## config.mk

```make
export PLATFORM = sky130hd
export DESIGN_NAME = guard_timer
export DESIGN_NICKNAME = d
export VERILOG_FILES = /design/src/rtl/guard_timer_pkg.sv /design/src/rtl/gt_datapath.sv /design/src/rtl/gt_ctrl.sv /design/src/rtl/gt_route.sv /design/src/rtl/guard_timer.sv
export SDC_FILE = /design/constraint.sdc
export NUM_CORES = 1
export LEC_CHECK = 0
export BUFFER_PORTS_ARGS = -buffer_cell sky130_fd_sc_hd__buf_4
export CAP_MARGIN = 30
export CORE_UTILIZATION = 30
export CTS_CLUSTER_DIAMETER = 50
export DETAILED_ROUTE_END_ITERATION = 16
export PLACE_DENSITY = 0.47
export SETUP_SLACK_MARGIN = 0.3
export SYNTH_ARGS = -nofsm -noshare
export SYNTH_HDL_FRONTEND = slang
export SYNTH_SLANG_ARGS = --single-unit
```

## constraint.sdc

```tcl
create_clock -name clk -period 5.3 [get_ports clk]
set_input_delay 0.53 -clock clk [delete_from_list [all_inputs] [get_ports clk]]
set_output_delay 0.53 -clock clk [all_outputs]
set_load 0.03 [all_outputs]
```

## src/rtl/guard_timer_pkg.sv

```systemverilog
package guard_timer_pkg;
  localparam int CTRL_W = 12;

  // control word bit positions (read and written by software)
  localparam int CLK_LO      = 10;
  localparam int CLK_HI      = 11;
  localparam int FREEZE_BIT  = 9;
  localparam int RSVD_BIT    = 8;
  localparam int EN_BIT      = 7;
  localparam int IE_BIT      = 6;
  localparam int SEL_LO      = 4;
  localparam int SEL_HI      = 5;
  localparam int IFLAG_BIT   = 3;
  localparam int RFLAG_BIT   = 2;
  localparam int RE_BIT      = 1;
  localparam int RESTART_BIT = 0;

  localparam logic [CTRL_W-1:0] CTRL_RESET = 12'h400;

  // strobes and settings from control to datapath
  typedef struct packed {
    logic       run;
    logic       loadFull;
    logic       loadGrace;
    logic [1:0] intvSel;
    logic [1:0] clkSel;
  } dpCmd_t;
endpackage

```

## src/rtl/gt_datapath.sv

```systemverilog
module gt_datapath
  import guard_timer_pkg::*;
#(
  parameter int BASE_SHIFT   = 14,
  parameter int GRACE_CYCLES = 1024,
  parameter int DIV_SHIFT0   = 0,
  parameter int DIV_SHIFT1   = 8,
  parameter int DIV_SHIFT2   = 11,
  parameter int DIV_SHIFT3   = 16
) (
  input  logic   clk,
  input  logic   rstN,
  input  dpCmd_t cmd,
  output logic   expire
);
  localparam int CNT_W = BASE_SHIFT + 7;
  localparam int MAX_A = (DIV_SHIFT0 > DIV_SHIFT1) ? DIV_SHIFT0 : DIV_SHIFT1;
  localparam int MAX_B = (DIV_SHIFT2 > DIV_SHIFT3) ? DIV_SHIFT2 : DIV_SHIFT3;
  localparam int MAX_SHIFT = (MAX_A > MAX_B) ? MAX_A : MAX_B;
  localparam int PRE_W = (MAX_SHIFT > 0) ? MAX_SHIFT : 1;

  logic [PRE_W-1:0] preCnt;
  logic [PRE_W-1:0] preLimit;
  logic [CNT_W-1:0] count;
  logic [CNT_W-1:0] fullVal;
  logic [CNT_W-1:0] graceVal;
  logic             tick;

  function automatic int divShift(input logic [1:0] s);
    case (s)
      2'd0:    return DIV_SHIFT0;
      2'd1:    return DIV_SHIFT1;
      2'd2:    return DIV_SHIFT2;
      default: return DIV_SHIFT3;
    endcase
  endfunction

  always_comb begin
    preLimit = PRE_W'((64'(1) << divShift(cmd.clkSel)) - 64'(1));
    fullVal  = CNT_W'(1) << (BASE_SHIFT + 2 * int'(cmd.intvSel));
    graceVal = CNT_W'(GRACE_CYCLES);
    tick     = cmd.run && (preCnt >= preLimit);
    expire   = tick && (count == CNT_W'(1));
  end

  always_ff @(posedge clk or negedge rstN) begin
    if (!rstN) begin
      preCnt <= '0;
      count  <= '0;
    end else if (cmd.loadFull) begin
      preCnt <= '0;
      count  <= fullVal;
    end else if (cmd.loadGrace) begin
      preCnt <= '0;
      count  <= graceVal;
    end else if (cmd.run) begin
      if (tick) begin
        preCnt <= '0;
        if (count != '0) count <= count - CNT_W'(1);
      end else begin
        preCnt <= preCnt + PRE_W'(1);
      end
    end
  end
endmodule

```

## src/rtl/gt_ctrl.sv

```systemverilog
module gt_ctrl
  import guard_timer_pkg::*;
(
  input  logic              clk,
  input  logic              porRstN,
  input  logic              coreDomRstN,
  input  logic              wrEn,
  input  logic [CTRL_W-1:0] wrData,
  input  logic              expire,
  output dpCmd_t            cmd,
  output logic [CTRL_W-1:0] rdData,
  output logic              irq,
  output logic              resetReq
);
  logic [1:0] clkSel;
  logic       freezeEn;
  logic       enable;
  logic       intEn;
  logic [1:0] intvSel;
  logic       rstEn;
  logic       intFlag;
  logic       rstFlag;
  logic       warnHit;
  logic       biteHit;
  logic       unusedWr;

  assign unusedWr = wrData[RSVD_BIT];

  always_comb begin
    warnHit       = expire && !intFlag;
    biteHit       = expire && intFlag && rstEn;
    cmd.run       = enable;
    cmd.loadFull  = wrEn && wrData[RESTART_BIT];
    cmd.loadGrace = warnHit;
    cmd.intvSel   = wrEn ? wrData[SEL_HI:SEL_LO] : intvSel;
    cmd.clkSel    = clkSel;
  end

  always_ff @(posedge clk or negedge coreDomRstN) begin
    if (!coreDomRstN) begin
      clkSel   <= CTRL_RESET[CLK_HI:CLK_LO];
      freezeEn <= 1'b0;
      enable   <= 1'b0;
      intEn    <= 1'b0;
      intvSel  <= 2'd0;
      rstEn    <= 1'b0;
      intFlag  <= 1'b0;
      resetReq <= 1'b0;
    end else begin
      if (wrEn) begin
        clkSel   <= wrData[CLK_HI:CLK_LO];
        freezeEn <= wrData[FREEZE_BIT];
        enable   <= wrData[EN_BIT];
        intEn    <= wrData[IE_BIT];
        intvSel  <= wrData[SEL_HI:SEL_LO];
        rstEn    <= wrData[RE_BIT];
      end
      if (warnHit) intFlag <= 1'b1;
      else if (wrEn && wrData[IFLAG_BIT]) intFlag <= 1'b0;
      resetReq <= biteHit;
    end
  end

  // reset flag lives in the power-on domain only
  always_ff @(posedge clk or negedge porRstN) begin
    if (!porRstN) rstFlag <= 1'b0;
    else if (biteHit) rstFlag <= 1'b1;
    else if (wrEn && wrData[RFLAG_BIT]) rstFlag <= 1'b0;
  end

  always_comb begin
    rdData = {clkSel, freezeEn, 1'b0, enable, intEn, intvSel,
              intFlag, rstFlag, rstEn, 1'b0};
    irq    = intFlag && intEn;
  end
endmodule

```

## src/rtl/gt_route.sv

```systemverilog
module gt_route (
  input  logic clk,
  input  logic porRstN,
  input  logic routeWrEn,
  input  logic routeWrData,
  input  logic resetReq,
  output logic cpuReset
);
  logic allowCpu;

  always_ff @(posedge clk or negedge porRstN) begin
    if (!porRstN) allowCpu <= 1'b0;
    else if (routeWrEn) allowCpu <= routeWrData;
  end

  assign cpuReset = resetReq && allowCpu;
endmodule

```

## src/rtl/guard_timer.sv

```systemverilog
module guard_timer
  import guard_timer_pkg::*;
#(
  parameter int BASE_SHIFT   = 14,
  parameter int GRACE_CYCLES = 1024,
  parameter int DIV_SHIFT0   = 0,
  parameter int DIV_SHIFT1   = 8,
  parameter int DIV_SHIFT2   = 11,
  parameter int DIV_SHIFT3   = 16
) (
  input  logic              clk,
  input  logic              porRstN,
  input  logic              coreRstN,
  input  logic              wrEn,
  input  logic [CTRL_W-1:0] wrData,
  output logic [CTRL_W-1:0] rdData,
  input  logic              routeWrEn,
  input  logic              routeWrData,
  output logic              irq,
  output logic              resetReq,
  output logic              cpuReset
);
  dpCmd_t cmd;
  logic   expire;
  logic   coreDomRstN;

  assign coreDomRstN = porRstN && coreRstN;

  gt_ctrl u_ctrl (
    .clk        (clk),
    .porRstN    (porRstN),
    .coreDomRstN(coreDomRstN),
    .wrEn       (wrEn),
    .wrData     (wrData),
    .expire     (expire),
    .cmd        (cmd),
    .rdData     (rdData),
    .irq        (irq),
    .resetReq   (resetReq)
  );

  gt_datapath #(
    .BASE_SHIFT  (BASE_SHIFT),
    .GRACE_CYCLES(GRACE_CYCLES),
    .DIV_SHIFT0  (DIV_SHIFT0),
    .DIV_SHIFT1  (DIV_SHIFT1),
    .DIV_SHIFT2  (DIV_SHIFT2),
    .DIV_SHIFT3  (DIV_SHIFT3)
  ) u_dp (
    .clk   (clk),
    .rstN  (coreDomRstN),
    .cmd   (cmd),
    .expire(expire)
  );

  gt_route u_route (
    .clk        (clk),
    .porRstN    (porRstN),
    .routeWrEn  (routeWrEn),
    .routeWrData(routeWrData),
    .resetReq   (resetReq),
    .cpuReset   (cpuReset)
  );
endmodule

```

Word-level counts from Yosys, hierarchy flattened
Cells that the tools add are included.

operators by class
  add/subtract/negate cells = 4
  magnitude comparators = 1
  equality and inequality tests = 3
  shifts and indexed selects = 2
  muxes and demuxes = 15
  reductions and logical operators = 20

operators by type and width
  operator                                                              count
  21-bit 2-to-1 mux                                                     5
  16-bit 2-to-1 mux                                                     4
  1-bit by 32-bit << shifter with 21-bit output, first input constant   1
  21-bit by 1-bit == test with 1-bit output, second input constant      1
  21-bit nonzero test                                                   1
  21-bit by 1-bit subtractor with 21-bit output, second input constant  1
  16-bit by 1-bit adder with 16-bit output, second input constant       1
  16-bit greater-or-equal comparator                                    1
  1-bit by 5-bit << shifter with 16-bit output, first input constant    1
  16-bit by 2-bit subtractor with 16-bit output, second input constant  1
  5-bit one-hot mux with 3 select lines                                 1
  1-bit logical AND                                                     11
  3-bit nonzero test                                                    3
  4-bit by 3-bit adder with 5-bit output, first input constant          1
  1-bit 2-to-1 mux                                                      4
  2-bit nonzero test                                                    2
  3-bit AND reduction                                                   1
  2-bit by 1-bit == test with 1-bit output, second input constant       1
  2-bit == test, second input constant                                  1
  2-bit zero test                                                       1
  2-bit 2-to-1 mux                                                      1
  1-bit zero test                                                       1

storage, ports and cells
  register bits after elaboration = 49
  bits of input ports = 18
  output and inout port bits = 15
  word-level logic and storage cells = 57

Logic depth before layout (Yosys ltp)
Gate-level depths: netlist (run 1).

  depth in word-level cells = 10
  mapped depth = 11
  mapped depth without buffers = 10

Cells and area by module
Synthesis (run 1) repeated with hierarchy kept, for this count alone.

unflattened totals
  cell total of the unflattened synthesis = 331
  area total of the unflattened synthesis = 3246.9 µm²

modules (own cells, without submodules)
  module       times used  cells each  area an instance (µm²)  seq. area each (µm²)
  gt_datapath  1           286         2648.8                  925.9
  gt_ctrl      1           41          545.5                   276.5
  gt_route     1           3           46.3                    25.0
  guard_timer  1           1           6.3                     0.0

Worst setup path before layout (run 1)
OpenSTA, ideal clock, no wires.

  path type = register to register
  start point = register u_ctrl.clkSel[0]
  end point = register u_dp.count[15]
  library setup time = 0.077 ns
  arrival time = 2.390 ns
  data required time = 5.223 ns
  slack = 2.833 ns
  stages on the path, launching flop included = 10
  buffers on the path = 0
  clock period less this slack = 2.467 ns
  cell sequence = dfstp_2 -> nand2_1 -> ha_1 -> nand4_1 -> nor2_2 -> o311ai_4 -> a31oi_4 -> nand4_2 -> or4b_1 -> a21oi_1

on the way
  cells in the longest elaborated chain, start to end = 10
  elaborated cells between the ends (all ways) = 16
  classes of those cells = add/sub: 1; order compare: 1; eq/ne: 2; shift: 1; mux: 3; reduce/logical: 8

RTL lines
  what                                                                       line               source
  from (decl)                                                                gt_ctrl.sv:15      logic [1:0] clkSel;
  from (signal assigned)                                                     gt_ctrl.sv:41      clkSel <= CTRL_RESET[CLK_HI:CLK_LO];
  from (signal assigned)                                                     gt_ctrl.sv:51      clkSel <= wrData[CLK_HI:CLK_LO];
  2-bit == test, or another cell as far along                                gt_datapath.sv:30  case (s)
  5-bit one-hot mux with 3 select lines (*)                                  gt_datapath.sv:30
  1-bit by 5-bit << shifter with 16-bit output (*)                           gt_datapath.sv:39  preLimit = PRE_W'((64'(1) << divShift(cmd.clkSel)) - 64'(1));
  16-bit by 2-bit subtractor with 16-bit output (*)                          gt_datapath.sv:39
  16-bit greater-or-equal comparator (*)                                     gt_datapath.sv:42  tick = cmd.run && (preCnt >= preLimit);
  1-bit logical AND (*)                                                      gt_datapath.sv:42
  1-bit logical AND                                                          gt_datapath.sv:43  expire = tick && (count == CNT_W'(1));
  1-bit logical AND                                                          gt_ctrl.sv:30      warnHit = expire && !intFlag;
  3-bit nonzero test (no line) / 21-bit 2-to-1 mux (equally long branches)   n/a
  3-bit AND reduction (no line) / 21-bit 2-to-1 mux (equally long branches)  n/a
  to (signal assigned)                                                       gt_datapath.sv:52  count <= fullVal;
  to (signal assigned)                                                       gt_datapath.sv:55  count <= graceVal;
  to (signal assigned)                                                       gt_datapath.sv:59  if (count != '0) count <= count - CNT_W'(1);
  to (decl)                                                                  gt_datapath.sv:24  logic [CNT_W-1:0] count;

Mark *: on every way between the ends. The rest lies on a longest branch, timed or not.
A chain may end at the register's enable or synchronous reset.

Worst setup path in the final report (run 1)
  start point = register u_ctrl.clkSel[0]
  end point = register u_dp.preCnt[14]

on the way
  cells in the longest elaborated chain, start to end = 10
  elaborated cells between the ends (all ways) = 15
  classes of those cells = add/sub: 1; order compare: 1; eq/ne: 2; shift: 1; mux: 5; reduce/logical: 5

RTL lines
  what                                                           line                                  source
  2-bit == test, or another cell as far along                    gt_datapath.sv:30
  5-bit one-hot mux with 3 select lines (*)                      gt_datapath.sv:30
  1-bit by 5-bit << shifter with 16-bit output (*)               gt_datapath.sv:39
  16-bit by 2-bit subtractor with 16-bit output (*)              gt_datapath.sv:39
  16-bit greater-or-equal comparator (*)                         gt_datapath.sv:42
  1-bit logical AND (*)                                          gt_datapath.sv:42
  16-bit 2-to-1 mux / 1-bit logical AND (equally long branches)  gt_datapath.sv:57, gt_datapath.sv:43
  16-bit 2-to-1 mux / 1-bit logical AND (equally long branches)  gt_datapath.sv:56, gt_ctrl.sv:30
  16-bit 2-to-1 mux                                              gt_datapath.sv:53                     end else if (cmd.loadGrace) begin
  16-bit 2-to-1 mux                                              gt_datapath.sv:50                     end else if (cmd.loadFull) begin
  to (signal assigned)                                           gt_datapath.sv:61                     preCnt <= preCnt + PRE_W'(1);
  to (decl)                                                      gt_datapath.sv:22                     logic [PRE_W-1:0] preCnt;

Mark *: on every way between the ends. The rest lies on a longest branch, timed or not. The select of a mux whose other input is x is not followed.

==> results of run 1 <==
==> flip-flops by register name, summed over array words and instances, names as in the netlist <==
name,count
u_dp.count,21
u_dp.preCnt,16
u_ctrl.clkSel,2
u_ctrl.intvSel,2
u_ctrl.enable,1
u_ctrl.freezeEn,1
u_ctrl.intEn,1
u_ctrl.intFlag,1
u_ctrl.resetReq,1
u_ctrl.rstEn,1
u_ctrl.rstFlag,1
u_route.allowCpu,1
==> cells by family after synthesis <==
family,after synthesis
AOI/OAI and AO/OA,68
xor gates and xnor gates,15
adders and majority gates,19
buffers and inverters,31
DFF,49
muxes,8
other,1
and+or+nand+nor,134
==> worst min-delay path by stage <==
stage                   start               end  depth (start not counted)  slack (ns)
floorplan             porRstN    u_ctrl.rstFlag                          0        0.23
global placement      porRstN  u_route.allowCpu                          1        0.32
detailed placement    porRstN  u_route.allowCpu                          1        0.32
CTS                 wrData[7]     u_ctrl.enable                          3        0.43
global route        wrData[7]     u_ctrl.enable                          3        0.43
finish               coreRstN   u_dp.preCnt[15]                          3        0.44
==> what timing repair did <==
item | CTS | global route
hold buffers | 1 | 0
buffers inserted | 0 | 0
endpoints found under the hold margin | 2 | 0
==> layout make-up <==
cell class / count / area [µm²] / area share [%]
multi-input combinational: 246 / 1740 / 49.7
sequential: 49 / 1230 / 35.1
timing repair buffer: 32 / 246 / 7.05
tap: 133 / 166 / 4.76
clock buffer: 7 / 86.3 / 2.47
inverter: 9 / 33.8 / 0.966
==> layer usage <==
metal | track usage (%) | up-vias | routed length, µm | part of all wire (%)
met5 | 0 | - | 0 | 0
met4 | 3.06 | 0 | 78 | 1.1
met3 | 2.38 | 6 | 122 | 1.8
met2 | 23.0 | 24 | 3480 | 50
met1 | 16.7 | 1187 | 3270 | 47
li1 | - | 1205 | - | -
==> cell usage after synthesis, types with 3 or more instances <==
cell and n:
buf_2 3, xnor2_1 5, a21oi_1 17, nand2b_1 7, buf_6 3, nor3_1 8
ha_1 19, dfrtp_1 48, xor2_1 10, o21ai_0 7, a41oi_1 4, and3_1 9
nand3_1 20, mux2_2 8, clkbuf_1 5, inv_1 9, nor2_1 31, buf_4 11
nand2_1 25, nor4_1 3, and2_1 6, nand4_1 7, a31oi_1 16
==> power breakdown <==
part | leakage, nW | total [mW] | internal [mW] | switching, mW
Combinational | 0.912 | 0.413 | 0.174 | 0.239
Sequential | 0.638 | 0.534 | 0.447 | 0.0870
Clock | 0.0443 | 0.227 | 0.104 | 0.123
==> worst min-delay path: stages <==
cell    delay, ns
buf_4        0.07
and2_2       0.12
buf_4        0.49
==> stage by stage <==
| step | hold WS, ns | total power, mW | area, µm² | setup WS (ns) |
|---|---|---|---|---|
| 3_3_place_gp | 0.319 | 0.943 | 3390 | 2.12 |
| 2_1_floorplan | 0.234 | 0.867 | 3150 | 2.83 |
| 4_1_cts | 0.432 | 1.20 | 3500 | 2.22 |
| 5_1_grt | 0.431 | 1.27 | 3500 | 2.05 |
| 3_5_place_dp | 0.317 | 0.958 | 3400 | 2.26 |
| 6_report | 0.439 | 1.17 | 3500 | 2.25 |
==> results by stage, run 1 <==
Setup path:
- The worst reg-to-reg setup slack is 2.25 ns.
- STA classifies the critical path endpoint as a flop.
- The critical path class is flop to flop.
- The required time of the worst setup path is 5.52 ns.
- The top fanout value on the critical path is 8.
- The startpoint type of the worst setup path is a flop.
- The capture instance of the worst register-to-register path is u_dp.preCnt[14].
- The depth of the critical timing path with buffers and inverters included is 10.
- The critical path starts at u_ctrl.clkSel[0].
- The number of cells on the worst reg-to-reg path is 10.
- The longest individual stage delay on the worst path is 0.59 ns.
- At the worst endpoint, the arrival time is 3.26 ns.
- Broken down by cell family, the worst path's largest delay share belongs to simple AND/OR/NAND/NOR gates.
- The critical path goes through nand2_1 -> ha_1 -> a21oi_1 -> nor2_1 -> a211oi_1 -> nand3_1 -> nor3_2 -> buf_6 -> a41oi_1 -> a31oi_1.
- The critical path ends at u_dp.preCnt[14].
- The number of buffers and inverters on the critical path is 1.
- The beginning of the worst register-to-register path is u_ctrl.clkSel[0].
- The master of the slowest instance on the critical path is dfstp_2.

Timing:
- The ratio of final minimum period to clock period is 57.5%.
- Derived from the worst setup path, the maximum achievable clock frequency is 328 MHz.
- The normalized max-slew margin is 58.1%.
- The count of final max-slew check failures is 0.
- The final critical path time including I/O delays and setup is 3.05 ns.
- The hold violation total from the final report is 0.
- The count of final setup violators is 0.
- The final clock skew is 0.0108 ns.
- Setup repair after global routing left no endpoint under its margin.
- Adding up every negative setup slack in the final design gives 0 ns.
- The slew at the pin closest to its max-slew limit is 0.629 ns.

Cells and area:
- The most common library cell in the layout ignoring fill and taps is dfrtp_1.
- The proportion of layout cells with a drive suffix above 1 is 20.1%.
- The post-layout utilization of the core is 35.1%.
- The number of filler cells placed in the layout is 1034.
- Compared with the post-synthesis result, the final layout area differs by 11.3%.
- The library cells used most frequently in the layout, excluding fill and tap cells, are dfrtp_1, nor2_1, buf_4.
- The layout net count is 380.
- The count of antenna diodes in the layout is 0.
- The count of non-filler cells in the finished layout is 476.

GRT:
- The number of global-route vias before repair is 2392.
- The initial antenna violation count came to 0.
- The global router's overall resource usage is 13.2%.
- Entering global routing, the biggest net connects 48 pins.
- The overflow left after global routing is 0.
- The first-pass GRT wire length is 11700 µm.

Routing:
- Wires add up to 6950 µm.
- The vias per cell is 5.09.
- In this run the remaining antenna-violating nets after routing total 0.
- The number of design rule violations left after detail routing is 0.
- In the final routed layout, each cell accounts on average for 14.6 µm.
- The total via count in the routed design is 2422.
- For this run, the detailed router's first-pass iteration total came to 4.
- After the first detailed-routing iteration, the DRC count stood at 89.

Yosys:
- After Yosys synthesis, full adders, half adders and majority gates account for 7.56% of the synthesized area.
- The XOR/XNOR share of the synthesized area is 4.18%.
- The number of synthesis warnings is 0.
- The most common flop cell mapped by yosys is dfrtp_1.
- Counting flops with an async set or reset pin after synthesis yields a share of 100%.
- The average instance in the mapped netlist occupies 9.67 µm².
- Synthesis instantiated 58 different standard cells from the library.
- Counting flops and latches in the post-synthesis netlist gives 49.
- The post-synthesis simple-gate area fraction is 23.8%.
- By area, the combinational part of the netlist is dominated by simple AND/OR/NAND/NOR gates.
- The area of the mapped netlist is 3140 µm².
- Counting flops with a built-in enable in the synthesized netlist gives 0.
- The synthesized instance count is 325.
- For this run, the register share of the synthesized area comes to 39.1%.
- dfrtp_1 takes more of the synthesized area than any other cell.
- By area the synthesized netlist is led by dfrtp_1, ha_1, nor2_1, a31oi_1, nand3_1.
- The share of the synthesized area in the top cell type is 38.2%.
- After synthesis, the share of cell area in mux cells is 2.87%.
- The compound-gate portion of the synthesized area is 16.6%.

Worst hold path:
- The class of the tightest hold or removal check is input port to async pin.

Clock network:
- The post-cts gate resize count is 0.
- The root buffer cell chosen for the clock tree is clkbuf_8.
- No sink is reached through more buffers than the 2 on the longest clock path.
- The CTS tree is built.
- The number of sinks handled by clock tree synthesis is 49.
- The CTS H-tree depth is 2.
- The clock latency on the worst-skew pair is 0.30 ns.
- The CTS buffer count is 5.
- Clock-pin slew was measured on the worst setup and hold paths at 0.09 ns.

Die:
- Once the floorplan was initialized, standard cells occupied 31.6% of the core.
- The number of primary I/O pins is 33.
- The die span in x is 104 µm.
- The floorplan step defined a die boundary enclosing 10900 µm².
- After floorplanning, the core was sized to cover 9950 µm².
- The chip height is 104 µm.
- The placement row count is 36.

Flow run:
- The max-cap check violation count is 0.

Pwr:
- For this design the static power due to leakage is 1.59 nW.
- The peak supply drop is 116 µV.
- For this design the ratio of total power to cell area is 336 nW/µm².

Status:
- The flow ran to the end, and the final reports show no timing, DRC or antenna violations.

Placement:
- The placed instance count is 468.
- Detailed placement ended at an HPWL of 4940 µm.
- At the end of routability-driven placement, the weighted congestion stood at 0.711.
- The number of I/O port buffers is 29.
No activity file was read; power rests on OpenSTA's default activity.
==> inputs of run 2 (changes only) <==
--- a/config.mk
+++ b/config.mk
@@ -10,7 +10,7 @@
 export CORE_UTILIZATION = 30
 export CTS_CLUSTER_DIAMETER = 50
 export DETAILED_ROUTE_END_ITERATION = 16
-export PLACE_DENSITY = 0.47
+export PLACE_DENSITY = 0.49
 export SETUP_SLACK_MARGIN = 0.3
 export SYNTH_ARGS = -nofsm -noshare
 export SYNTH_HDL_FRONTEND = slang
==> constraint.sdc (replaced) <==
create_clock -name clk -period 2.5 [get_ports clk]
set_input_delay 0.25 -clock clk [delete_from_list [all_inputs] [get_ports clk]]
set_output_delay 0.25 -clock clk [all_outputs]
set_load 0.03 [all_outputs]
==> run 2 against run 1 <==
Net effect:
- the flow now finishes with violations (negative setup slack)
- sequential share of layout area fell by 3.0 points
- cell count rose by 5.0%
- via count rose by 2.8%
- design area rose by 9.3%
- die area did not move
- worst setup slack got worse by 2.3 ns
- count of clock-buffer cells in the layout fell by 1
- first-iteration DRC count fell by 27%
- critical endpoint is now u_dp.count[16]
- wire length rose by 2.1%
- critical path type unchanged
- clock power rose by 110%
- highest routed layer unchanged
- clock skew barely moved
==> results by stage, run 2 (synthesis results as in run 1) <==
Die:
- After floorplanning, the core was divided into 36 placement rows.
- The area of the die is 10900 µm².
- The area inside the core boundary is 9950 µm².
- Measured along the y axis, the die boundary spans 104 µm.
- The initial core utilization is 31.6%.
- 33 I/O pins were placed.
- The die is 104 µm wide.

Setup path:
- The startpoint identified for the worst register-to-register timing path is u_ctrl.clkSel[0].
- The number of cells on the worst reg-to-reg path is 10.
- Data on the critical path arrives at its endpoint at 2.76 ns.
- The top fanout value on the critical path is 6.
- The termination of the worst setup path is u_dp.count[16].
- Tracing the worst setup path back leads to its startpoint at u_ctrl.clkSel[0].
- In this run the critical register-to-register path is captured at u_dp.count[16].
- The startpoint type of the worst setup path is a flop.
- For flop-to-flop paths, the worst setup slack is -0.07 ns.
- The worst setup path is captured at a flop.
- The critical path in this run is classified as flop to flop.
- STA puts the critical path data required time at 2.70 ns.

Clock network:
- The CTS tree is built.
- The root buffer cell is clkbuf_8.
- The largest buffer count on any clock path is 2.
- The CTS H-tree depth is 2.
- The clock latency on the worst-skew pair is 0.30 ns.
- The clock edge transition at the registers on the reported setup and hold paths is 0.10 ns.
- The number of sinks handled by clock tree synthesis is 49.
- The CTS buffer count is 5.

GRT:
- The global router's overall resource usage is 13.6%.
- The initial antenna violation count is 0.
- The number of global-route vias before repair came to 2517.
- Entering global routing, the biggest net connects 37 pins.
- The overflow left after global routing is 0.
- The first global-routing pass estimated 12100 µm of wire.

Cells and area:
- The library cell used most frequently in the layout, excluding fill and tap cells, is buf_4.
- The multi-input combinational cell area is 1890 µm².
- The repair_antennas step left the layout with diodes totalling 0.
- More flip-flops sit in one register than any other, and that register is u_dp.count.
- The total area of sequential cells is 1230 µm².
- The signed area change from the synthesized netlist to the final layout is 21.6%.
- The number of filler cells placed in the layout is 995.
- Cells with a size suffix above 1 make up 29.7% of the layout.
- The number of flip-flops in the largest register is 21.
- Leaving out fill and tap cells, the most frequent cells in the layout are buf_4, dfrtp_1, nor2_1.
- The layout net count is 403.
- Once layout is done, the placed cells without fillers occupy 3820 µm².
- The largest registers in the layout are u_dp.count: 21 flops, u_dp.preCnt: 16 flops.

Timing:
- Setup violations remaining at the end of the flow were counted as 20.
- For this run, the top clock speed supported by timing is 390 MHz.
- The final clock skew is 0.0109 ns.
- The final critical path time including I/O delays and setup is 2.57 ns.
- Final hold analysis gives a worst-case slack of 0.152 ns.
- The normalized max-slew margin is 42.8%.
- In the post-route analysis, the smallest setup slack over all paths is -0.0654 ns.
- The total negative setup slack is -0.578 ns.
- For the pin with the worst max-slew slack, the measured transition is 0.857 ns.
- The final critical path takes up 103% of the cycle.
- The hold violation total from the final report came to 0.
- The count of final max-slew check failures was 0.
- Setup repair after global routing could not meet its margin everywhere.

Worst hold path:
- The class of the tightest hold or removal check is input port to flop.

Routing:
- The detailed router put a total of 3380 µm of wire on met1.
- The total met3 wirelength after detailed routing is 84 µm.
- The post-route antenna net violation count is 0.
- In this run the top signal layer used is met4.
- The total via count in the routed design is 2490.
- Dividing the detail-routed wire length by the instance count gives 14.2 µm.
- The number of design rule violations left after detail routing is 0.
- The first routing iteration left 65 violations.
- The number of search-and-repair iterations in the first detailed-routing pass is 4.
- Summed over all layers, the routed wires come to 7100 µm.
- The vias per cell is 4.98.
- The amount of wire on met2 after detailed routing is 3600 µm.

Placement:
- OpenSTA, run right after detailed placement, puts the worst setup slack at -0.0708 ns.
- The last weighted congestion value of the routability-driven placer is 0.759.
- Buffers placed on the I/O ports in this run total 29.
- The cell area reported after detailed placement is 3600 µm².
- Once detailed placement completed, the half-perimeter wirelength came to 5110 µm.

Pwr:
- The clock network accounts for 18.4% of the total power.
- In this run the power spent charging and discharging nets is 984 µW.
- The part of the total power dissipated in combinational logic is 37.4%.
- In this run switching power makes up 38.4% of total power.
- The leakage power is 1.72 nW.
- The overall power after layout is 2.56 mW.
- Internal power comes to 1.58 mW.
- IR analysis of the VDD net gives a maximum drop of 267 µV.
- Sequential cells account for 44.1% of the total power.
- The power density of the placed cells is 671 nW/µm².

Status:
- The final reports fail on negative setup slack.
- The flow ran to the end, but the final reports show violations.

Flow run:
- The max-cap check violation count is 0.
-- run 2: power groups by stage --
stage | Sequential (mW) | Clock (mW) | Combinational, mW
detailed placement | 1.15 | 0 | 0.938
floorplan | 1.11 | 0 | 0.743
global route | 1.17 | 0.527 | 1.09
finish | 1.13 | 0.473 | 0.959
CTS | 1.13 | 0.497 | 0.962
global placement | 1.14 | 0 | 0.926
-- run 2: cell type report --
| cell class | count | area share, % |
|---|---|---|
| clock inverter | 2 | 0.262 |
| timing repair buffer | 54 | 11.0 |
| sequential | 49 | 32.1 |
| tap | 133 | 4.35 |
| clock buffer | 6 | 1.90 |
| multi-input combinational | 247 | 49.5 |
| inverter | 9 | 0.884 |
-- run 2: what timing repair did --
action	CTS	global route
setup buffers	3	0
endpoints found under the hold margin	2	0
gates cloned	0	1
setup endpoints to repair	40	40
hold buffers	1	0
gates resized for setup	8	6
pin swaps	8	5
-- run 2: worst max-delay path, stage by stage (launching register included) --
cell      delay [ns]
dfstp_2         0.62
nor2_2          0.07
ha_1            0.32
nor2b_4         0.13
o211a_4         0.23
o311ai_4        0.30
a31oi_4         0.18
buf_4           0.18
a21oi_4         0.16
a21oi_1         0.06
o22a_1          0.20
-- run 2: layer usage --
layer	track usage, %	vias up
met4	2.96	0
met1	17.3	1217
met3	2.07	2
met5	0	-
li1	-	1261
met2	24.1	10
-- run 2: worst min-delay path by stage --
stage               startpoint          endpoint  slack (ns)  cells past startpoint
finish               wrData[7]     u_ctrl.enable        0.15                      3
CTS                  wrData[7]     u_ctrl.enable        0.14                      3
floorplan              porRstN    u_ctrl.rstFlag       -0.05                      0
detailed placement     porRstN  u_route.allowCpu        0.04                      1
global route         wrData[7]     u_ctrl.enable        0.14                      3
global placement       porRstN    u_ctrl.rstFlag        0.04                      1
-- run 2: per-stage QoR --
step	util [%]	std cells
after floorplan	-	326
after global placement	36.1	487
after detailed placement	36.1	487
after CTS	37.9	499
after global routing	38.4	500
final	38.4	500
==> inputs of run 3 (changes only) <==
--- a/config.mk
+++ b/config.mk
@@ -7,10 +7,10 @@
 export LEC_CHECK = 0
 export BUFFER_PORTS_ARGS = -buffer_cell sky130_fd_sc_hd__buf_4
 export CAP_MARGIN = 30
-export CORE_UTILIZATION = 30
+export CORE_UTILIZATION = 53
 export CTS_CLUSTER_DIAMETER = 50
 export DETAILED_ROUTE_END_ITERATION = 16
-export PLACE_DENSITY = 0.49
+export PLACE_DENSITY = 0.77
 export SETUP_SLACK_MARGIN = 0.3
 export SYNTH_ARGS = -nofsm -noshare
 export SYNTH_HDL_FRONTEND = slang
==> run 3 against run 2 <==
Net effect:
- the run still ends with negative setup slack left
- flip-flop and latch count is the same
- clock power about the same
- global-route usage is 11 points higher
- sequential share of layout area fell by 1.1 points
- non-clock buffer count is 11 higher
- core utilization grew 32 points
- highest routed layer unchanged
==> results by stage, run 3 (synthesis results as in run 1) <==
Timing:
- The count of final max-slew check failures was 0.
- The count of final setup violators is 28.
- The worst hold slack is 0.00281 ns.
- The total negative setup slack is -0.866 ns.
- The maximum frequency from static timing analysis is 386 MHz.
- Setup repair after global routing could not meet its margin everywhere.
- After layout, the minimum clock period comes to 2.59 ns.
- For the pin with the worst max-slew slack, the measured transition is 0.550 ns.
- Headroom to the max-slew limit came out at 63.0%.
- The hold violation total from the final report is 0.
- After layout, the worst path uses 104% of the clock period.
- The final clock skew is 0.0136 ns.
- The minimum setup slack in the final design is -0.0890 ns.

Setup path:
- The cell seen most often among critical-path stages is nor2b_4.
- The master of the slowest instance on the critical path is dfstp_2.
- The longest individual stage delay on the worst path is 0.65 ns.
- STA puts the critical path data arrival time at 2.83 ns.
- The signal on the critical path passes through nor2_4 -> ha_4 -> nor2b_4 -> o211a_4 -> o311ai_4 -> buf_4 -> a41o_4 -> nor2b_4 -> a41o_1 -> a2bb2oi_2.
- Together, buffers and inverters on the worst path number 1.
- By startpoint and endpoint, the worst setup path is classified as flop to flop.
- The startpoint type of the worst setup path is a flop.
- The element type at the critical path end is a flop.
- The kind of cell adding the most delay to the critical path is compound AO/OA/AOI/OAI gates.
- At the worst endpoint, the required time is 2.74 ns.
- Along the worst path, the maximum fanout reaches 6.

Cells and area:
- In the final layout, the registers with the most flip-flops are u_dp.count: 21 flops, u_dp.preCnt: 16 flops.
- The count of antenna diodes in the layout is 0.
- The finished layout holds 450 standard cells, fillers aside.
- Once layout is done, the placed cells without fillers occupy 3960 µm².
- The library cells used most frequently in the layout, excluding fill and tap cells, are buf_4, dfrtp_1, nor2_1.
- The library cell used most frequently in the layout, excluding fill and tap cells, is buf_4.
- The proportion of layout cells with a drive suffix above 1 is 36.2%.
- For this run, the post-layout net count is 414.
- The register with the most flip-flops is u_dp.count.
- The layout has 433 filler cells.
- The post-layout utilization of the core is 70.5%.
- The signed area change from the synthesized netlist to the final layout is 25.8%.
- The multi-input combinational cell area is 2000 µm².
- The total area of sequential cells is 1230 µm².
- The register with the most flip-flops in the layout has 21 of them.

Worst hold path:
- The class of the tightest hold or removal check is input port to async pin.

Clock network:
- The longest clock path from root to sink contains 2 buffers.
- Clock tree synthesis selected as its root buffer the cell clkbuf_8.
- TritonCTS built the clock tree.
- The number of sinks handled by clock tree synthesis is 49.
- The CTS H-tree depth is 2.
- After clock tree synthesis, the clock-pin slew on the worst setup and hold paths is 0.10 ns.
- The CTS buffer count is 5.
- The clock latency on the worst-skew pair is 0.31 ns.

Pwr:
- The power density of the placed cells is 679 nW/µm².
- The peak supply drop is 402 µV.
- The leakage power is 1.77 nW.
- The overall power after layout is 2.69 mW.

Routing:
- The vias per cell is 5.87.
- The total via count in the routed design is 2641.
- For this run, design rule violations remaining after detail routing come to 0.
- The DRC marker count from the first detailed-route iteration is 138.
- The average wire per standard cell is 16.5 µm.
- The number of search-and-repair iterations in the first detailed-routing pass is 4.
- The count of nets left with antenna violations once routing finished came out at 0.
- Summed over all layers, the routed wires come to 7430 µm.

Placement:
- The setup slack at placement is -0.164 ns.
- The congestion estimate from routability-driven global placement came to 0.833.
- The HPWL after detailed placement is 5030 µm.
- The number of placed instances, taps included, is 428.
- The number of I/O port buffers is 29.
- After detailed placement, the total cell area comes to 3520 µm².

Die:
- In this run the vertical extent of the chip is 79.0 µm.
- The area of the die is 6240 µm².
- The core region is 5610 µm².
- The number of primary I/O pins is 33.
- The die span in x is 79.0 µm.
- The placement row count is 27.
- The initial core utilization is 56.0%.

GRT:
- The first global-routing pass estimated 12200 µm of wire.
- The number of global-route vias before repair came to 2606.
- The overflow left after global routing is 0.
- Entering global routing, the biggest net connects 20 pins.
- The initial antenna violation count is 0.
- Global routing consumed, over all layers together, 25.0% of the routing resources.

Status:
- The final reports fail on negative setup slack.
- The flow ran to the end, but the final reports show violations.

Flow run:
- The max-cap check violation count is 0.
[run 3: changes by cell type in the layout (fill, tap and decap cells not counted), sizes merged]
| cell | before | now |
|---|---|---|
| buf | 53 | 64 |
| clkbuf | 6 | 5 |
| clkinvlp | 0 | 1 |
[run 3: layout make-up]
class,instances,share of cell area [%]
Multi-Input combinational cell,247,50.5
Sequential cell,49,31.1
Timing Repair Buffer,65,13.2
Tap cell,72,2.28
Clock buffer,5,1.74
Inverter,9,0.854
Clock inverter,3,0.443
[run 3: per-layer routing]
metal | GRT usage (%) | vias up | routed length (µm)
li1 | - | 1282 | -
met1 | 29.5 | 1313 | 3120
met2 | 46.6 | 41 | 4070
met3 | 3.79 | 5 | 182
met4 | 6.73 | 0 | 52
met5 | 0 | - | 0
[run 3: power breakdown]
part	internal, mW	switching (mW)
Sequential	0.947	0.212
Clock	0.194	0.277
Combinational	0.487	0.569
[run 3: timing repair]
action                                 in CTS  in global routing
buffers inserted                            6                  6
endpoints found under the hold margin       2                  0
pin swaps                                  24                 13
setup endpoints to repair                  40                 40
hold buffers                                1                  0
resized for setup                          37                  9
cloned                                      1                  0
[run 3: path summary, 6_finish.rpt]
kind / slack, ns / to / cells after the start / start
max: -0.09 / u_dp.count[20] / 10 / u_ctrl.clkSel[0]
min: 0.003 / u_ctrl.intvSel[0] / 2 / coreRstN
max reg2reg: -0.09 / u_dp.count[20] / 10 / u_ctrl.clkSel[0]
min reg2reg: 0.50 / u_ctrl.rstFlag / 1 / u_ctrl.rstFlag
max in group asynchronous: 1.32 / u_ctrl.intEn / 4 / porRstN
min in group clk: 0.14 / u_ctrl.clkSel[1] / 3 / wrData[11]
